[src/rtl/iotrans_pkg.sv]
package iotrans_pkg;
    localparam int L1_NUM     = 64;
    localparam int L1_IDX_W   = 6;
    localparam int PAGE_SH    = 12;
    localparam int REGION_SH  = 25;
    localparam int COVER_SH   = REGION_SH + L1_IDX_W;
    localparam int INV_SH     = 14;
    localparam int RA_W       = 14;

    localparam logic [RA_W-1:0] OFS_CMD    = 14'h0100;
    localparam logic [RA_W-1:0] OFS_DEC    = 14'h014C;
    localparam logic [RA_W-1:0] OFS_L1     = 14'h2B00;
    localparam logic [RA_W-1:0] OFS_INVAL  = 14'h2D00;

    localparam int CMD_EN_BIT   = 8;
    localparam int L1_BIG_BIT   = 31;
    localparam int L1_TBL_BIT   = 30;
    localparam int L2_OK_BIT    = 31;
    localparam int L2_CACHE_BIT = 30;
    localparam int BIG_BASE_LO  = 13;

    localparam logic [1:0] WIN_2G   = 2'd1;
    localparam logic [1:0] WIN_128G = 2'd3;

    typedef enum logic [1:0] {
        S_IDLE,
        S_FETCH,
        S_WAIT,
        S_RESP
    } walk_st_e;

    typedef enum logic [2:0] {
        K_PASS,
        K_HIT,
        K_BIG,
        K_MISS,
        K_FAULT
    } kind_e;
endpackage

[src/rtl/iotrans_regs.sv]
module iotrans_regs
    import iotrans_pkg::*;
#(
    parameter int INV_W = 23
) (
    input  logic                clk,
    input  logic                rst_n,
    input  logic                reg_wr,
    input  logic [RA_W-1:0]     reg_addr,
    input  logic [31:0]         reg_wdata,
    output logic [31:0]         reg_rdata,
    output logic                xlate_en,
    output logic [1:0]          win_code,
    input  logic [L1_IDX_W-1:0] l1_idx,
    output logic [31:0]         l1_entry,
    output logic                inv_en,
    output logic [INV_W-1:0]    inv_key
);
    logic [31:0] cmd_q;
    logic [31:0] dec_q;
    logic [31:0] l1_q [L1_NUM];

    logic hit_l1;
    logic [L1_IDX_W-1:0] wr_idx;

    assign hit_l1 = (reg_addr[RA_W-1:8] == OFS_L1[RA_W-1:8]);
    assign wr_idx = reg_addr[L1_IDX_W+1:2];

    always_ff @(posedge clk or negedge rst_n) begin
        if (!rst_n) begin
            cmd_q <= '0;
            dec_q <= '0;
            for (int i = 0; i < L1_NUM; i++) l1_q[i] <= '0;
        end else if (reg_wr) begin
            if (reg_addr == OFS_CMD) cmd_q <= reg_wdata;
            if (reg_addr == OFS_DEC) dec_q <= reg_wdata;
            if (hit_l1) l1_q[wr_idx] <= reg_wdata;
        end
    end

    always_comb begin
        reg_rdata = '0;
        if (reg_addr == OFS_CMD)      reg_rdata = cmd_q;
        else if (reg_addr == OFS_DEC) reg_rdata = dec_q;
        else if (hit_l1)              reg_rdata = l1_q[wr_idx];
    end

    assign xlate_en = cmd_q[CMD_EN_BIT];
    assign win_code = dec_q[1:0];
    assign l1_entry = l1_q[l1_idx];
    assign inv_en   = reg_wr && (reg_addr == OFS_INVAL);
    assign inv_key  = reg_wdata[INV_W-1:0];
endmodule

[src/rtl/iotrans_tlb.sv]
module iotrans_tlb #(
    parameter int ENTRIES = 8,
    parameter int VPN_W   = 25,
    parameter int PPN_W   = 25
) (
    input  logic               clk,
    input  logic               rst_n,
    input  logic [VPN_W-1:0]   lk_vpn,
    output logic               lk_hit,
    output logic [PPN_W-1:0]   lk_ppn,
    output logic               lk_cached,
    input  logic               fill_en,
    input  logic [VPN_W-1:0]   fill_vpn,
    input  logic [PPN_W-1:0]   fill_ppn,
    input  logic               fill_cached,
    input  logic               inv_en,
    input  logic [VPN_W-3:0]   inv_key
);
    localparam int PTR_W = (ENTRIES > 1) ? $clog2(ENTRIES) : 1;

    logic [PTR_W-1:0]  ptr_q;
    logic [ENTRIES-1:0] match;
    logic [PPN_W-1:0]  slot_ppn [ENTRIES];
    logic [ENTRIES-1:0] slot_c;

    always_ff @(posedge clk or negedge rst_n) begin
        if (!rst_n) begin
            ptr_q <= '0;
        end else if (fill_en) begin
            ptr_q <= (ptr_q == PTR_W'(ENTRIES - 1)) ? '0 : ptr_q + 1'b1;
        end
    end

    for (genvar g = 0; g < ENTRIES; g++) begin : g_slot
        logic             v_q;
        logic [VPN_W-1:0] vpn_q;
        logic [PPN_W-1:0] ppn_q;
        logic             c_q;

        always_ff @(posedge clk or negedge rst_n) begin
            if (!rst_n) begin
                v_q   <= 1'b0;
                vpn_q <= '0;
                ppn_q <= '0;
                c_q   <= 1'b0;
            end else if (fill_en && ptr_q == PTR_W'(g)) begin
                v_q   <= 1'b1;
                vpn_q <= fill_vpn;
                ppn_q <= fill_ppn;
                c_q   <= fill_cached;
            end else if (inv_en && vpn_q[VPN_W-1:2] == inv_key) begin
                v_q   <= 1'b0;
            end
        end

        assign match[g]    = v_q && (vpn_q == lk_vpn);
        assign slot_ppn[g] = ppn_q;
        assign slot_c[g]   = c_q;
    end

    always_comb begin
        lk_ppn    = '0;
        lk_cached = 1'b0;
        for (int i = 0; i < ENTRIES; i++) begin
            if (match[i]) begin
                lk_ppn    = lk_ppn | slot_ppn[i];
                lk_cached = lk_cached | slot_c[i];
            end
        end
    end

    assign lk_hit = |match;
endmodule

[src/rtl/iotrans_walk.sv]
module iotrans_walk
    import iotrans_pkg::*;
#(
    parameter int ADDR_W = 37
) (
    input  logic                  clk,
    input  logic                  rst_n,
    input  logic                  req_valid,
    input  logic [ADDR_W-1:0]     req_addr,
    output logic                  req_ready,
    output logic                  resp_valid,
    output logic                  resp_fault,
    output logic [ADDR_W-1:0]     resp_addr,
    output logic                  resp_cached,
    output logic                  resp_prio,
    output logic                  mem_req,
    output logic [ADDR_W-1:0]     mem_addr,
    input  logic                  mem_rvalid,
    input  logic [31:0]           mem_rdata,
    input  logic                  xlate_en,
    input  logic [1:0]            win_code,
    output logic [L1_IDX_W-1:0]   l1_idx,
    input  logic [31:0]           l1_entry,
    output logic [ADDR_W-PAGE_SH-1:0] lk_vpn,
    input  logic                  lk_hit,
    input  logic [ADDR_W-PAGE_SH-1:0] lk_ppn,
    input  logic                  lk_cached,
    output logic                  fill_en,
    output logic [ADDR_W-PAGE_SH-1:0] fill_vpn,
    output logic [ADDR_W-PAGE_SH-1:0] fill_ppn,
    output logic                  fill_cached,
    input  logic                  inv_en,
    input  logic [ADDR_W-INV_SH-1:0] inv_key
);
    localparam int PPN_W = ADDR_W - PAGE_SH;
    localparam int L2I_W = REGION_SH - PAGE_SH;

    walk_st_e st_q, st_d;
    kind_e    kind;
    logic     in_win;
    logic     inv_hit_req;
    logic     inv_hit_cur;

    logic [PPN_W-1:0]   r_vpn;
    logic [PPN_W-1:0]   r_ppn;
    logic [PAGE_SH-1:0] r_off;
    logic [ADDR_W-1:0]  r_l2addr;
    logic               r_fault;
    logic               r_cached;
    logic               r_prio;
    logic               r_drop;
    logic [ADDR_W-1:0]  l2_addr;

    assign l1_idx  = req_addr[COVER_SH-1:REGION_SH];
    assign lk_vpn  = req_addr[ADDR_W-1:PAGE_SH];
    assign l2_addr = {l1_entry[PPN_W-1:0], {PAGE_SH{1'b0}}}
                   + ADDR_W'({req_addr[REGION_SH-1:PAGE_SH], 2'b00});

    assign inv_hit_req = inv_en && (inv_key == req_addr[ADDR_W-1:INV_SH]);
    assign inv_hit_cur = inv_en && (inv_key == r_vpn[PPN_W-1:INV_SH-PAGE_SH]);

    // Window and entry decode for the request offered in IDLE
    always_comb begin
        unique case (win_code)
            WIN_2G:   in_win = ~|req_addr[ADDR_W-1:31];
            WIN_128G: in_win = 1'b1;
            default:  in_win = ~|req_addr[ADDR_W-1:28];
        endcase
        if (!xlate_en || !in_win)              kind = K_PASS;
        else if (|req_addr[ADDR_W-1:COVER_SH]) kind = K_FAULT;
        else if (lk_hit)                       kind = K_HIT;
        else if (l1_entry[L1_BIG_BIT])         kind = K_BIG;
        else if (l1_entry[L1_TBL_BIT])         kind = K_MISS;
        else                                   kind = K_FAULT;
    end

    // Next state
    always_comb begin
        st_d = st_q;
        unique case (st_q)
            S_IDLE:  if (req_valid) st_d = (kind == K_MISS) ? S_FETCH : S_RESP;
            S_FETCH: st_d = S_WAIT;
            S_WAIT:  if (mem_rvalid) st_d = S_RESP;
            S_RESP:  st_d = S_IDLE;
            default: st_d = S_IDLE;
        endcase
    end

    // State register
    always_ff @(posedge clk or negedge rst_n) begin
        if (!rst_n) st_q <= S_IDLE;
        else        st_q <= st_d;
    end

    // Result registers
    always_ff @(posedge clk or negedge rst_n) begin
        if (!rst_n) begin
            r_vpn    <= '0;
            r_ppn    <= '0;
            r_off    <= '0;
            r_l2addr <= '0;
            r_fault  <= 1'b0;
            r_cached <= 1'b0;
            r_prio   <= 1'b0;
            r_drop   <= 1'b0;
        end else begin
            unique case (st_q)
                S_IDLE: if (req_valid) begin
                    r_off    <= req_addr[PAGE_SH-1:0];
                    r_vpn    <= req_addr[ADDR_W-1:PAGE_SH];
                    r_l2addr <= l2_addr;
                    r_drop   <= inv_hit_req;
                    r_fault  <= 1'b0;
                    r_cached <= 1'b0;
                    r_prio   <= 1'b0;
                    r_ppn    <= '0;
                    unique case (kind)
                        K_PASS:  r_ppn <= req_addr[ADDR_W-1:PAGE_SH];
                        K_HIT: begin
                            r_ppn    <= lk_ppn;
                            r_cached <= lk_cached;
                        end
                        K_BIG: begin
                            r_ppn    <= {l1_entry[PPN_W-1:BIG_BASE_LO],
                                         req_addr[REGION_SH-1:PAGE_SH]};
                            r_cached <= l1_entry[1];
                            r_prio   <= l1_entry[0];
                        end
                        K_FAULT: r_fault <= 1'b1;
                        default: r_ppn <= '0;
                    endcase
                end
                S_FETCH: if (inv_hit_cur) r_drop <= 1'b1;
                S_WAIT: begin
                    if (inv_hit_cur) r_drop <= 1'b1;
                    if (mem_rvalid) begin
                        r_fault  <= ~mem_rdata[L2_OK_BIT];
                        r_ppn    <= mem_rdata[L2_OK_BIT] ? mem_rdata[PPN_W-1:0] : '0;
                        r_cached <= mem_rdata[L2_OK_BIT] & mem_rdata[L2_CACHE_BIT];
                    end
                end
                default: ;
            endcase
        end
    end

    // Outputs decoded from the state
    always_comb begin
        req_ready  = (st_q == S_IDLE);
        resp_valid = (st_q == S_RESP);
        mem_req    = (st_q == S_FETCH);
    end

    assign mem_addr    = r_l2addr;
    assign resp_fault  = r_fault;
    assign resp_addr   = r_fault ? '0 : {r_ppn, r_off};
    assign resp_cached = r_cached;
    assign resp_prio   = r_prio;

    assign fill_en     = (st_q == S_WAIT) && mem_rvalid && mem_rdata[L2_OK_BIT]
                       && !r_drop && !inv_hit_cur;
    assign fill_vpn    = r_vpn;
    assign fill_ppn    = mem_rdata[PPN_W-1:0];
    assign fill_cached = mem_rdata[L2_CACHE_BIT];

    if (L2I_W != 13) begin : g_bad_cfg
        initial $error("region and page sizes disagree");
    end
endmodule

[src/rtl/iotrans_top.sv]
module iotrans_top
    import iotrans_pkg::*;
#(
    parameter int ADDR_W      = 37,
    parameter int TLB_ENTRIES = 8
) (
    input  logic              clk,
    input  logic              rst_n,
    input  logic              reg_wr,
    input  logic [13:0]       reg_addr,
    input  logic [31:0]       reg_wdata,
    output logic [31:0]       reg_rdata,
    input  logic              req_valid,
    input  logic [ADDR_W-1:0] req_addr,
    output logic              req_ready,
    output logic              resp_valid,
    output logic              resp_fault,
    output logic [ADDR_W-1:0] resp_addr,
    output logic              resp_cached,
    output logic              resp_prio,
    output logic              mem_req,
    output logic [ADDR_W-1:0] mem_addr,
    input  logic              mem_rvalid,
    input  logic [31:0]       mem_rdata
);
    localparam int PPN_W = ADDR_W - PAGE_SH;
    localparam int INV_W = ADDR_W - INV_SH;

    logic                xlate_en;
    logic [1:0]          win_code;
    logic [L1_IDX_W-1:0] l1_idx;
    logic [31:0]         l1_entry;
    logic                inv_en;
    logic [INV_W-1:0]    inv_key;
    logic [PPN_W-1:0]    lk_vpn, lk_ppn, fill_vpn, fill_ppn;
    logic                lk_hit, lk_cached, fill_en, fill_cached;

    iotrans_regs #(.INV_W(INV_W)) u_regs (
        .clk(clk), .rst_n(rst_n), .reg_wr(reg_wr), .reg_addr(reg_addr),
        .reg_wdata(reg_wdata), .reg_rdata(reg_rdata), .xlate_en(xlate_en),
        .win_code(win_code), .l1_idx(l1_idx), .l1_entry(l1_entry),
        .inv_en(inv_en), .inv_key(inv_key)
    );

    iotrans_tlb #(.ENTRIES(TLB_ENTRIES), .VPN_W(PPN_W), .PPN_W(PPN_W)) u_tlb (
        .clk(clk), .rst_n(rst_n), .lk_vpn(lk_vpn), .lk_hit(lk_hit),
        .lk_ppn(lk_ppn), .lk_cached(lk_cached), .fill_en(fill_en),
        .fill_vpn(fill_vpn), .fill_ppn(fill_ppn), .fill_cached(fill_cached),
        .inv_en(inv_en), .inv_key(inv_key)
    );

    iotrans_walk #(.ADDR_W(ADDR_W)) u_walk (
        .clk(clk), .rst_n(rst_n), .req_valid(req_valid), .req_addr(req_addr),
        .req_ready(req_ready), .resp_valid(resp_valid), .resp_fault(resp_fault),
        .resp_addr(resp_addr), .resp_cached(resp_cached), .resp_prio(resp_prio),
        .mem_req(mem_req), .mem_addr(mem_addr), .mem_rvalid(mem_rvalid),
        .mem_rdata(mem_rdata), .xlate_en(xlate_en), .win_code(win_code),
        .l1_idx(l1_idx), .l1_entry(l1_entry), .lk_vpn(lk_vpn), .lk_hit(lk_hit),
        .lk_ppn(lk_ppn), .lk_cached(lk_cached), .fill_en(fill_en),
        .fill_vpn(fill_vpn), .fill_ppn(fill_ppn), .fill_cached(fill_cached),
        .inv_en(inv_en), .inv_key(inv_key)
    );
endmodule

[config.mk]
export PLATFORM = sky130hd
export DESIGN_NAME = iotrans_top
export DESIGN_NICKNAME = d
export VERILOG_FILES = /design/src/rtl/iotrans_pkg.sv /design/src/rtl/iotrans_regs.sv /design/src/rtl/iotrans_tlb.sv /design/src/rtl/iotrans_walk.sv /design/src/rtl/iotrans_top.sv
export SDC_FILE = /design/constraint.sdc
export NUM_CORES = 2
export LEC_CHECK = 0
export ABC_CLOCK_PERIOD_IN_PS = 3800
export CORE_MARGIN = 2
export CORE_UTILIZATION = 35
export CTS_BUF_LIST = sky130_fd_sc_hd__clkbuf_2 sky130_fd_sc_hd__clkbuf_4 sky130_fd_sc_hd__clkbuf_8
export DETAILED_ROUTE_END_ITERATION = 7
export PLACE_DENSITY_LB_ADDON = 0.08
export REMOVE_ABC_BUFFERS = 1
export SLEW_MARGIN = 20
export SYNTH_ARGS = -nofsm -noshare
export SYNTH_HDL_FRONTEND = slang
export SYNTH_SLANG_ARGS = --single-unit
[constraint.sdc]
create_clock -name clk -period 3.8 [get_ports clk]
set_clock_uncertainty 0.05 [all_clocks]
set_input_delay 0.95 -clock clk [delete_from_list [all_inputs] [get_ports clk]]
set_output_delay 0.95 -clock clk [all_outputs]
set_load 0.03 [all_outputs]
# Yosys cells after proc, flatten, opt, wreduce, memory -nomap -nowiden
# Index checks and enable logic that the tools add are counted.
# totals
regBits	2636
in_bits	120
output_inout_bits	112
# classes
order_cmp	3
n_reduce_logical	63
n_mux	73
eq_ne	41
bitwise	18
addsub	2
# ops
cell	n
$bwmux W2048	1
$bmux W32 S6	2
$mux W25	11
$mux W32	8
$eq A23 B23 Y1	10
$eq A25 B25 Y1	8
$demux W32 S6	1
$or A25 B25 Y25	7
$pmux W25 S3	1
$pmux W25 S2	1
$add A37 B15 Y37	1
$mux W37	1
$logic_and A1 B1 Y1	32
$mux W1	32
$eq A14 B9 Y1 const B	2
$reduce_bool A2 Y1	10
$mux W3	6
$eq A3 B3 Y1 const B	5
$eq A14 B14 Y1 const B	1
$ge A7 B7 Y1 const B	2
$not A6 Y7	2
$eq A3 B2 Y1 const B	4
$pmux W1 S2	5
$reduce_and A2 Y1	5
22 further kinds	42

# Longest topological paths before layout
# depth
ltp_word	20
ltp_mapped	24
mapped_depth_nobuf	14

# By module
# A second synthesis with hierarchy kept.
# unflattened
cells_unflattened	10249
hier_area_um2	140051.8
# by_module_without_submodules
mod	cells_each	area_per_inst_um2	n_inst	seq_area_each_um2
iotrans_regs	7836	111817.2	1	52850.7
iotrans_tlb	1718	21658.3	1	10485.1
iotrans_walk	695	6576.3	1	2327.2

# Worst setup path before layout
# Ideal clock, no wire load.
# synth_path
path_type	input to register
startpoint	input port req_addr[25]
endpoint	register u_walk.r_l2addr[35], in the netlist u_walk.mem_addr[35]
required_ps	3681
t_arrival_ps	5231
path_slack_ps	-1551
path_stages	19
path_cell_list	buf_6 -> buf_8 -> buf_6 -> buf_6 -> buf_6 -> buf_8 -> buf_4 -> buf_2 -> buf_4 -> mux4_2 -> mux4_2 -> o22ai_1 -> nor2_1 -> ha_1 -> a21oi_1 -> nor3_2 -> nand4_2 -> or4_1 -> nand3_1
# synth_between
elab_chain_len	5
# synth_lines
item	line_no	source
from (decl)	iotrans_top.sv:14	input logic [ADDR_W-1:0] req_addr,
$not A6 Y7 (not written as such)	iotrans_regs.sv:50	assign l1_entry = l1_q[l1_idx];
$bmux W32 S6	iotrans_regs.sv:50	
$mux W32 (not written as such) (2 in a row)	iotrans_regs.sv:50	
$add A37 B15 Y37	iotrans_walk.sv:57	+ ADDR_W'({req_addr[REGION_SH-1:PAGE_SH], 2'b00});
to (signal assigned)	iotrans_walk.sv:111	r_l2addr <= l2_addr;
to (decl)	iotrans_walk.sv:47	logic [ADDR_W-1:0] r_l2addr;
# No other way between the ends. The select of a mux whose other input is x is not followed.
# A chain may end at the register's enable or synchronous reset.

# Final worst setup path
# layout_path
startpoint	input port reg_addr[3]
endpoint	output port reg_rdata[18]
# layout_between
elab_chain_len	7
word_cells_on_any_way	9
classes_between	2 x eq/ne; 6 x mux; 1 x bitwise
# layout_lines
item	line_no	source
from (decl)	iotrans_top.sv:10	input logic [13:0] reg_addr,
$not A6 Y7 (not written as such)	iotrans_regs.sv:45	else if (hit_l1) reg_rdata = l1_q[wr_idx];
$bmux W32 S6	iotrans_regs.sv:45	
$mux W32 (not written as such) (2 in a row)	iotrans_regs.sv:45	
$mux W32	iotrans_regs.sv:45	
$mux W32	iotrans_regs.sv:44	else if (reg_addr == OFS_DEC) reg_rdata = dec_q;
$mux W32 (*)	iotrans_regs.sv:43	if (reg_addr == OFS_CMD) reg_rdata = cmd_q;
to (decl)	iotrans_top.sv:12	output logic [31:0] reg_rdata,
# Every way passes the cells marked *; elsewhere a longest branch is shown, timed or not. The select of a mux whose other input is x is not followed.

==> results.md <==
- Max Fanout on Critical Path: 17
- Clock Sinks: 2624
- Yosys top cell area share: 0.491
- Post-route core utilization: 0.455
- Failing checks: setup timing
- Least-Margin Pin Slew: 1.20 ns
- Worst VDD drop: 0.362 mV
- Largest net degree at the start of global routing: 125
- Critical Path End Type: output port
- Clk slew on worst S/H paths: 0.05 ns
- RSZ-0062 raised after global routing: yes
- Final hold violations: 0
- Critical path class: in -> out
- PortBufs: 224
- Clock Path Buffers: 4
- Routed len/inst: 38.9 um
- Unique masters post-synth: 87
- Synth top cells by count: dfrtp_1, mux2_2, a22oi_1
- Setup ws final: -0.856 ns
- Crit path max-delay family: compound AO/OA/AOI/OAI gates
- Fmax: 215 MHz
- CP cell instances: buf_12 > buf_12 > nor2b_4 > and2_4 > buf_12 > buf_12 > a22o_1 > a221oi_2 > a31oi_2 > nor4_4 > a21oi_4 > a221o_1 > buf_12
- Antenna-violating nets left: 0
- Initial Utilization: 0.352
- CTS HTree Levels: 6
- Crit path arrival time: 3.66 ns
- Chip Height: 622 um
- YS warnings: 0
- TritonCTS buffer count: 518
- Leak Pwr: 77.8 nW
- Layout cells sized above 1: 0.536
- Final routed DRC violation total: 0
- Synth top area cells: dfrtp_1, mux2_2, mux4_2, a22oi_1, mux2_4
- Post-synthesis instance area: 134000 um2
- Asr flop ratio synth: 1.00
- Worst endpoint required time: 2.80 ns
- Met2 routed WL: 298000 um
- P per Cell Area: 435 nW/um2
- Total chip power: 75.1 mW
- Row count: 226
- Avg Inst Size Synth: 13.5 um2
- Vias/cell: 6.17
- Gpl congestion: 0.909
- Initial antenna violation count: 35
- Most frequent cell after synthesis: dfrtp_1
- Max Cap Viol: 0
- Nets@finish: 11500
- Final critical-path required period: 4.66 ns
- DR iter-0 viols: 10700
- Root buf cell: clkbuf_8
- Remaining Overflow, GRT: 0
- Detailed Route WL: 652000 um
- Area of the core: 379000 um2
- DIE WIDTH: 622 um
- Clock latency on the worst-skew pair: 1.26 ns
- Synth-to-Final Area Change: 29.1%
- Status: finished with violations
- Slew Viols, Final: 0
- Number of global-route vias before repair: 105000
- Mapped Cells: 9875
- Drt pass-1 iters: 7
- Crit start category: input port
- Largest stage delay, worst path: 0.36 ns
- Total die area: 387000 um2
- Cell at the slowest stage of the critical path: nor4_4
- Register area share after synthesis: 0.491
- Highest layer used for signal routing: met5
- Via count: 103000
- Post-DP HPWL: 423000 um
- Yosys reg bits: 2624
- Number of enable flip-flop cells after synthesis: 0
- Wl on met1: 265000 um
- Buf+Inv Stages, Crit Path: 5
- Ys flop type: dfrtp_1
- Min-delay worst type: in -> async
- Most Frequent Cell on Critical Path: buf_12
- Met3 wire len: 48200 um
- Final critical-path share of the clock period: 1.23
- # IOs: 232
- Tot GR Track Use: 0.328
- CTS tree: built
- First-pass GRT wire length: 893000 um
- # setup viols final: 34
- Max transition margin: 0.199
- Area leader, netlist: dfrtp_1
worst reg2reg max path: stages (launching register included):
cell and delay, ns:
dfrtp_1 0.38, mux4_2 0.47, mux4_2 0.56, o22ai_1 0.14, nor2_1 0.22, buf_4 0.23, ha_1 0.38, buf_4 0.18
a21oi_4 0.06, nor3_2 0.14, buf_6 0.17, nand4_4 0.13, buf_6 0.17, o21a_1 0.19, o31ai_2 0.23
layout by cell type, fill, tap and decap left out, types with 54 or more instances in the layout:
cell             netlist  final
a221oi_2               1     68
nand4_1               97     97
mux2i_1              102    101
a31oi_1              134    100
buf_4                 71   1113
mux4_2               428    428
o21ai_0               63     55
clkdlybuf4s50_1        0    108
mux2_4               294    294
nor2_4                 1     72
nor2_1               167     92
nand2_1              261    253
xor2_1               153    151
nand3_1               72     71
mux2_2              2250   2250
a221oi_1             143     67
a41oi_2                0     86
dfrtp_1             2624   2622
a22oi_1              869    727
a22oi_2                0    142
xnor2_1              291    290
buf_6                 33     93
clkbuf_4               0    161
a22o_1               142    142
a41oi_1              143     54
clkbuf_8               0    650
buf_12                42    513
a21oi_1              107     76
state kept, by name, summed over array words and instances (netlist names):
register            count
u_regs.l1_q          2048
u_tlb.g_slot.ppn_q    200
u_tlb.g_slot.vpn_q    200
u_regs.cmd_q           32
u_regs.dec_q           32
u_walk.fill_vpn        25
u_walk.mem_addr        25
u_walk.r_ppn           25
u_walk.r_off           12
u_tlb.g_slot.c_q        8
u_tlb.g_slot.v_q        8
u_tlb.ptr_q             3
u_walk.st_q             2
u_walk.r_drop           1
u_walk.resp_cached      1
u_walk.resp_fault       1
u_walk.resp_prio        1
metal layers:
metal / GRT usage / up-vias
li1: - / 40700
met1: 0.428 / 55600
met2: 0.516 / 5533
met3: 0.0619 / 1528
met4: 0.180 / 14
met5: 0 / -
report_power, final:
part           total [mW]  switching [mW]  internal, mW
combinational        12.6            7.49          5.10
clock                31.1            13.8          17.3
sequential           31.4            1.66          29.8
total                75.1            22.9          52.2
per-stage QoR:
stage	cell area (um2)	TNS (ns)	worst slack, ns	hold slack [ns]	std cells
global route	172000	-26.11	-0.909	0.221	16700
CTS	171000	-26.10	-0.877	0.125	16700
floorplan	128000	-	-14.98	0.388	8851
global placement	155000	-1377.25	-1.97	0.402	15600
detailed placement	155000	-1322.51	-1.96	0.405	15600
finish	173000	-24.76	-0.856	0.233	16800
final timing paths:
kind                                                  to               from  slack [ns]  cells after the start
worst max-delay path                       reg_rdata[18]        reg_addr[3]       -0.86                     13
worst min-delay path            u_tlb.g_slot[0].ppn_q[1]              rst_n        0.23                      2
worst max register to register       u_walk.mem_addr[31]  u_regs.l1_q[1282]        0.01                     14
worst min register to register           u_walk.r_off[3]    u_walk.r_off[3]        0.41                      2
max in group asynchronous              u_regs.l1_q[1595]              rst_n        2.03                      5
min in group clk                         u_walk.r_off[0]        req_addr[0]        0.24                      3
layout make-up:
cell class,instances,area (um2)
diodes,20,50.0
clock buffers,811,10200
clock inverters,94,848
fillers,34200,207000
inverters,23,100
multi-input cells,6208,66700
flip-flops and latches,2624,65700
well taps,5016,6280
repair buffers,1959,22800
repair_timing:
item,CTS,global route
resized for setup,628,236
setup endpoints to repair,118,94
buffers inserted,157,53
hold buffers,1,0
cloned,25,9
pin swaps,239,173
endpoints found under the hold margin,137,0
cell families (layout without fill, tap and decap cells):
kind of cell	Yosys count	in the layout	share of synthesized area
multiplexers	3088	3088	0.305
AND/OR/NAND/NOR	891	895	0.0340
AO/OA/AOI/OAI	1765	1765	0.0997
other	1	22	0.0000280
adder cells (fa/ha/maj)	14	14	0.00137
flip-flops	2624	2624	0.491
XOR/XNOR	444	444	0.0291
buffers and inverters	1048	2887	0.0397
Note: power is estimated with default switching activity, not from simulation.
